`config.mk`:
```
export PLATFORM = sky130hd
export DESIGN_NAME = adc_pair_seq
export DESIGN_NICKNAME = d
export VERILOG_FILES = /design/src/rtl/adc_seq_pkg.sv /design/src/rtl/seq_delay_cnt.sv /design/src/rtl/seq_result_pack.sv /design/src/rtl/adc_pair_seq.sv
export SDC_FILE = /design/constraint.sdc
export NUM_CORES = 1
export LEC_CHECK = 0
export BUFFER_PORTS_ARGS = -buffer_cell sky130_fd_sc_hd__buf_2
export CAP_MARGIN = 25
export CORE_ASPECT_RATIO = 1.2
export CORE_MARGIN = 2
export CORE_UTILIZATION = 32
export CTS_CLUSTER_DIAMETER = 150
export DETAILED_ROUTE_END_ITERATION = 12
export GPL_TIMING_DRIVEN = 0
export MAX_ROUTING_LAYER = met4
export RECOVER_POWER = 100
export SYNTH_ARGS = -nofsm -noshare
export SYNTH_HDL_FRONTEND = slang
export SYNTH_SLANG_ARGS = --single-unit
```
`constraint.sdc`:
```
create_clock -name clk -period 2 [get_ports clk]
set_input_delay 0.3 -clock clk [delete_from_list [all_inputs] [get_ports clk]]
set_output_delay 0.3 -clock clk [all_outputs]
set_load 0.05 [all_outputs]
```
`src/rtl/adc_seq_pkg.sv`:
```
package adc_seq_pkg;

  typedef enum logic [2:0] {
    ST_IDLE, ST_CONV, ST_WAIT, ST_SETUP, ST_RDLO, ST_RDHI
  } seq_state_e;

  // expand a pair mask into one bit per channel, channel 1 in bit 0
  function automatic logic [5:0] pairs_to_chans(input logic [2:0] m);
    return {m[2], m[2], m[1], m[1], m[0], m[0]};
  endfunction

  // lowest pending channel as a number 1..6, 0 when none pending
  function automatic logic [2:0] first_chan(input logic [5:0] p);
    logic [2:0] r;
    r = 3'd0;
    for (int i = 5; i >= 0; i--)
      if (p[i]) r = 3'(i + 1);
    return r;
  endfunction

  function automatic logic [5:0] drop_first(input logic [5:0] p);
    return p & (p - 6'd1);
  endfunction

  function automatic int max4(input int a, input int b, input int c, input int d);
    int m;
    m = a;
    if (b > m) m = b;
    if (c > m) m = c;
    if (d > m) m = d;
    return m;
  endfunction

endpackage

```
`src/rtl/seq_delay_cnt.sv`:
```
module seq_delay_cnt #(
  parameter int W = 8
) (
  input  logic         clk,
  input  logic         rst_n,
  input  logic         ld_i,
  input  logic [W-1:0] val_i,
  output logic         zero_o
);
  logic [W-1:0] cnt_q;

  always_ff @(posedge clk or negedge rst_n) begin
    if (!rst_n)             cnt_q <= '0;
    else if (ld_i)          cnt_q <= val_i;
    else if (cnt_q != '0)   cnt_q <= cnt_q - 1'b1;
  end

  assign zero_o = (cnt_q == '0);
endmodule

```
`src/rtl/seq_result_pack.sv`:
```
module seq_result_pack #(
  parameter int RES_W = 14
) (
  input  logic             clk,
  input  logic             rst_n,
  input  logic             cap_i,
  input  logic             byte_i,
  input  logic             last_part_i,
  input  logic [2:0]       chan_i,
  input  logic [RES_W-1:0] db_i,
  output logic             valid_o,
  output logic [RES_W-1:0] data_o,
  output logic [2:0]       chan_o
);
  localparam int HI_W = RES_W - 8;
  logic [HI_W-1:0] hi_q;

  always_ff @(posedge clk or negedge rst_n) begin
    if (!rst_n) begin
      hi_q    <= '0;
      valid_o <= 1'b0;
      data_o  <= '0;
      chan_o  <= '0;
    end else begin
      valid_o <= cap_i && last_part_i;
      if (cap_i && !last_part_i) hi_q <= db_i[HI_W-1:0];
      if (cap_i && last_part_i) begin
        data_o <= byte_i ? {hi_q, db_i[7:0]} : db_i;
        chan_o <= chan_i;
      end
    end
  end


  valid_single_chk: assert property (@(posedge clk) disable iff (!rst_n)
    valid_o |=> !valid_o);

  chan_range_chk: assert property (@(posedge clk) disable iff (!rst_n)
    valid_o |-> (chan_o >= 3'd1 && chan_o <= 3'd6));
endmodule

```
`src/rtl/adc_pair_seq.sv`:
```
module adc_pair_seq
  import adc_seq_pkg::*;
#(
  parameter int RES_W    = 14,
  parameter int CONV_LOW = 2,
  parameter int CS_SETUP = 1,
  parameter int RD_LOW   = 2,
  parameter int RD_GAP   = 1,
  parameter int BUSY_TMO = 512
) (
  input  logic             clk,
  input  logic             rst_n,
  input  logic             start_i,
  input  logic [2:0]       pair_mask_i,
  input  logic             byte_mode_i,
  output logic             ready_o,
  output logic [2:0]       cnvst_n_o,
  input  logic             busy_i,
  output logic             cs_n_o,
  output logic             rd_n_o,
  input  logic [RES_W-1:0] db_i,
  output logic             word_byte_o,
  output logic             res_valid_o,
  output logic [RES_W-1:0] res_data_o,
  output logic [2:0]       res_chan_o,
  output logic             timeout_o
);
  localparam int MAX_LD = max4(max4(CONV_LOW, CS_SETUP, RD_LOW, RD_GAP), BUSY_TMO, 1, 1);
  localparam int CNT_W  = $clog2(MAX_LD + 1);

  seq_state_e       st_q, st_d;
  logic [5:0]       pend_q;
  logic [2:0]       sel_q;
  logic             byte_q, hi_ph_q, seen_q, tmo_q;
  logic             tmr_ld, tmr_zero;
  logic [CNT_W-1:0] tmr_val;

  // named internal events
  logic start_ok_ev, busy_fall_ev, tmo_ev, rd_cap_ev, last_part, burst_end_ev;
  assign start_ok_ev  = (st_q == ST_IDLE) && start_i && (pair_mask_i != 3'b000);
  assign busy_fall_ev = (st_q == ST_WAIT) && seen_q && !busy_i;
  assign tmo_ev       = (st_q == ST_WAIT) && !busy_fall_ev && tmr_zero;
  assign rd_cap_ev    = (st_q == ST_RDLO) && tmr_zero;
  assign last_part    = !byte_q || hi_ph_q;
  assign burst_end_ev = (st_q == ST_RDHI) && tmr_zero && (pend_q == 6'd0);

  always_comb begin
    st_d    = st_q;
    tmr_ld  = 1'b0;
    tmr_val = '0;
    case (st_q)
      ST_IDLE: if (start_ok_ev) begin
        st_d = ST_CONV; tmr_ld = 1'b1; tmr_val = CNT_W'(CONV_LOW - 1);
      end
      ST_CONV: if (tmr_zero) begin
        st_d = ST_WAIT; tmr_ld = 1'b1; tmr_val = CNT_W'(BUSY_TMO - 1);
      end
      ST_WAIT: begin
        if (busy_fall_ev) begin
          st_d = ST_SETUP; tmr_ld = 1'b1; tmr_val = CNT_W'(CS_SETUP - 1);
        end else if (tmo_ev) st_d = ST_IDLE;
      end
      ST_SETUP: if (tmr_zero) begin
        st_d = ST_RDLO; tmr_ld = 1'b1; tmr_val = CNT_W'(RD_LOW - 1);
      end
      ST_RDLO: if (tmr_zero) begin
        st_d = ST_RDHI; tmr_ld = 1'b1; tmr_val = CNT_W'(RD_GAP - 1);
      end
      ST_RDHI: if (tmr_zero) begin
        if (pend_q == 6'd0) st_d = ST_IDLE;
        else begin
          st_d = ST_RDLO; tmr_ld = 1'b1; tmr_val = CNT_W'(RD_LOW - 1);
        end
      end
      default: st_d = ST_IDLE;
    endcase
  end

  always_ff @(posedge clk or negedge rst_n) begin
    if (!rst_n) begin
      st_q    <= ST_IDLE;
      pend_q  <= '0;
      sel_q   <= '0;
      byte_q  <= 1'b0;
      hi_ph_q <= 1'b0;
      seen_q  <= 1'b0;
      tmo_q   <= 1'b0;
    end else begin
      st_q  <= st_d;
      tmo_q <= tmo_ev;
      if (start_ok_ev) begin
        sel_q   <= pair_mask_i;
        pend_q  <= pairs_to_chans(pair_mask_i);
        byte_q  <= byte_mode_i;
        hi_ph_q <= 1'b0;
      end
      if (st_q == ST_CONV) seen_q <= 1'b0;
      else if (st_q == ST_WAIT && busy_i) seen_q <= 1'b1;
      if (rd_cap_ev) begin
        hi_ph_q <= !last_part;
        if (last_part) pend_q <= drop_first(pend_q);
      end
    end
  end

  seq_delay_cnt #(.W(CNT_W)) u_tmr (
    .clk(clk), .rst_n(rst_n), .ld_i(tmr_ld), .val_i(tmr_val), .zero_o(tmr_zero)
  );

  seq_result_pack #(.RES_W(RES_W)) u_pack (
    .clk(clk), .rst_n(rst_n), .cap_i(rd_cap_ev), .byte_i(byte_q),
    .last_part_i(last_part), .chan_i(first_chan(pend_q)), .db_i(db_i),
    .valid_o(res_valid_o), .data_o(res_data_o), .chan_o(res_chan_o)
  );

  assign ready_o     = (st_q == ST_IDLE);
  assign cnvst_n_o   = (st_q == ST_CONV) ? ~sel_q : 3'b111;
  assign cs_n_o      = !(st_q == ST_SETUP || st_q == ST_RDLO || st_q == ST_RDHI);
  assign rd_n_o      = !(st_q == ST_RDLO);
  assign word_byte_o = byte_q;
  assign timeout_o   = tmo_q;


  rd_inside_cs_chk: assert property (@(posedge clk) disable iff (!rst_n)
    !rd_n_o |-> !cs_n_o);

  conv_release_together_chk: assert property (@(posedge clk) disable iff (!rst_n)
    ($past(cnvst_n_o) != 3'b111 && cnvst_n_o != $past(cnvst_n_o)) |-> cnvst_n_o == 3'b111);

  timeout_idle_chk: assert property (@(posedge clk) disable iff (!rst_n)
    timeout_o |-> (ready_o && rd_n_o && cs_n_o));

  idle_quiet_chk: assert property (@(posedge clk) disable iff (!rst_n)
    ready_o |-> (cs_n_o && rd_n_o && cnvst_n_o == 3'b111));

  no_read_before_fall_chk: assert property (@(posedge clk) disable iff (!rst_n)
    $fell(rd_n_o) |-> !busy_i);
endmodule

```
==> impl_metrics.toml <==
[power_and_ir_drop]
power_frac_seq_pct = 61.4
pwr-share-clk_pct = 35.3
p_switching_w = 0.0003638
irDropWorstVdd_mv = 0.3259
power.total_w = 0.001644
p_leak_nw = 1.419
power.density_nw_per_um2 = 535.6
p_comb_share_pct = 3.3
switching_share_pct = 22.13
internal_power_w = 0.001280

[placed_design]
dpl.hpwl_um = 3548
placement.io_buffers = 47
gp_congestion = 0.7945

[timing]
setup_viol = 0
hold_violations = 0
slew_viol_final = 0
period_share_pct = 96.64
slew_headroom_pct = 55.40
period_needed_ns = 1.933
worst_pin_slew_ns = 0.6630
fmax_ghz = 0.5174
rsz0062_at_grt = "true"
skew_ns = 0.005501
tns_ns = 0

[floorplanning]
die_h_um = 98.89
num_io_pins = 48
core_um2 = 7274
die-area_um2 = 8215
start_util_pct = 33.01
chipWidth_um = 83.08
core.rowCount = 34

[cts]
numCtsBuffers = 5
path_clk_slew_ns = 0.09
clockBufferDepth = 2
htreeDepth = 2
clock-sinks = 50
clock_latency_ns = 0.30
cts_root_buffer = "clkbuf_8"
cts_tree = "done"

[routing]
avgViaCountPerCell = 4.868
wl_um = 5333
num_vias = 1801
firstDrtPassIters = 4
antenna_left = 0
wl_per_cell_um = 14.41
route.detailed.drc = 0
drt-initial-drc-count = 52

[setup_path]
cp-start-kind = "register"
critical_path_class = "register to register"
r2r-start = "st_q[2]"
cp_data_required_time_ns = 2.19
setup.worst_path.start = "st_q[2]"
critPathArrivalTime_ns = 2.12
path_max_fanout = 6
endpoint_kind = "register"
reg2reg_depth = 7

[synth]
ys_seq_elements = 50
synth_edf_count = 0
netlist.area_leader.share_pct = 52.11
synth_area_um2 = 2401
async_reset_ff_share_pct = 100.0
synth_area_leaders = "dfrtp_1 52%, mux2_2 8.4%, mux2_4 6.3%, nand2_1 3.4%, o21ai_0 2.1%"
yosysUniqueCellTypes = 48
synthFlopType = "dfrtp_1"
syn-num-nets = 229
synth_warnings = 0
synth_top_cell_by_area = "dfrtp_1"
yosysSeqAreaShare_pct = 52.11
synth.avg_cell_area_um2 = 11.71
postSynthCellCount = 205

[grt]
grt_pass1_vias = 1763
grt_pass1_wl_um = 8735
antenna_found_initial = 0
grt_max_degree = 27
gr-total-overflow = 0
track_usage_pct = 13.23

[status]
status = "complete, no violations"

[run]
drv_cap = 0

[min_path]
hp-start = "byte_mode_i"
hold_class = "input port to register"
hold_depth = 3

[layout]
layout.nets = 303
area_growth_pct = 27.83
fillCellCount = 709
diodes = 0
drive_gt1_share_pct = 37.14
stage by stage:
step / area [µm²] / std cells / utilization (%) / worst slack [ns] / hold WS [ns]
finish: 3069 / 370 / 42.19 / 0.06726 / 0.1934
global route: 3069 / 370 / 42.19 / -0.02424 / 0.2046
CTS: 3023 / 363 / 41.55 / 0.004515 / 0.1864
detailed placement: 2780 / 343 / 38.22 / -0.2209 / 0.3388
global placement: 2760 / 342 / 37.94 / -0.1858 / 0.4608
floorplan: 2412 / 205 / - / 0.01990 / 0.004409
cells in the final DEF, fill, tap and decap left out, drive strengths merged, types with 2 or more instances in the layout:
| cell type | instances |
|---|---|
| nor2b | 6 |
| or3b | 2 |
| xor2 | 3 |
| nor3b | 2 |
| nor2 | 8 |
| buf | 50 |
| o31a | 2 |
| a21o | 2 |
| dfrtp | 50 |
| nor4b | 2 |
| nand2 | 22 |
| clkinv | 2 |
| nor3 | 6 |
| and3 | 3 |
| a31oi | 2 |
| mux2 | 30 |
| nand2b | 2 |
| a22oi | 4 |
| nand3 | 4 |
| a21oi | 7 |
| clkbuf | 31 |
| ha | 2 |
| inv | 7 |
| xnor2 | 4 |
| o21ai | 10 |
| mux2i | 2 |
| nand4 | 2 |
layer usage:
metal  GRT usage [%]  share of wire, %  up-vias
li1                -                 -      875
met1           17.85                47      889
met2           20.91                50       33
met3           2.094               2.7        4
met4           3.405              0.60        0
met5               -                 0        -
cells in the mapped netlist (2+ instances only):
master    number
xnor2_1        4
mux2i_1        2
nor2_1         8
and3_1         3
o21ai_0       10
xor2_1         3
nor3_1         4
a31oi_1        2
mux2_4        10
mux2_1         2
o31a_1         2
nand2_1       22
ha_1           2
a21oi_1        7
a22oi_1        4
nor2b_1        6
nand2b_1       2
buf_6          2
nand4_1        2
a21o_1         2
clkbuf_1       3
inv_1          7
buf_2          2
nand3_1        3
mux2_2        18
nor3b_1        2
dfrtp_1       50
what timing repair did:
item,in CTS,in global routing
setup buffers,10,9
pin swaps,2,1
gates cloned,1,0
resized for setup,11,12
endpoints found under the hold margin,3,0
endpoints found under the setup margin,32,29
hold buffers,1,0
logic make-up (layout without fill, tap and decap cells):
logic type | count (synthesis) | after routing | synth area share, %
AOI/OAI and AO/OA | 36 | 36 | 9.693
xor gates and xnor gates | 7 | 7 | 2.553
adders and majority gates | 2 | 2 | 1.042
buffers and inverters | 16 | 91 | 3.856
DFF | 50 | 50 | 52.11
muxes | 32 | 32 | 16.47
and+or+nand+nor | 62 | 62 | 14.28
worst max-delay path: stages (launching register included):
cell and delay (ns):
dfrtp_1 0.35, buf_6 0.12, or3b_4 0.37, buf_6 0.14, nor3_4 0.28, buf_6 0.16, buf_16 0.11, mux2_4 0.29
layout make-up:
type	count	area (µm²)	area share (%)
multi-input cells	139	1135	36.98
inverters	7	26.28	0.8561
flip-flops and latches	50	1252	40.81
well taps	90	112.6	3.669
clock inverters	2	13.76	0.4484
repair buffers	69	399.1	13.00
plain buffers	7	57.56	1.875
clock buffers	6	72.57	2.364
flip-flops by register name, summed over array words and instances, names as in the netlist:
signal          flops
u_tmr.cnt_q        10
u_pack.hi_q         6
u_pack.chan_o       3
seen_q              1
u_pack.valid_o      1
hi_ph_q             1
u_pack.data_o      14
timeout_o           1
st_q                3
pend_q              6
word_byte_o         1
sel_q               3
worst paths after layout:
path	endpoint	slack, ns
max	u_pack.data_o[10]	0.07
min	word_byte_o	0.19
max reg2reg	u_pack.data_o[10]	0.07
min reg2reg	u_pack.chan_o[1]	0.50
max in group asynchronous	st_q[0]	0.35
min in group asynchronous	u_pack.hi_q[3]	0.55
power by group through the flow:
| stage | clock network, W | logic, W | registers, W |
|---|---|---|---|
| floorplan | 0 | 0.00000878 | 0.00103 |
| global placement | 0 | 0.0000532 | 0.00103 |
| detailed placement | 0 | 0.0000588 | 0.00103 |
| CTS | 0.000610 | 0.0000604 | 0.00101 |
| global route | 0.000644 | 0.0000633 | 0.00101 |
| finish | 0.000580 | 0.0000544 | 0.00101 |
(Power assumes the default switching activity.)
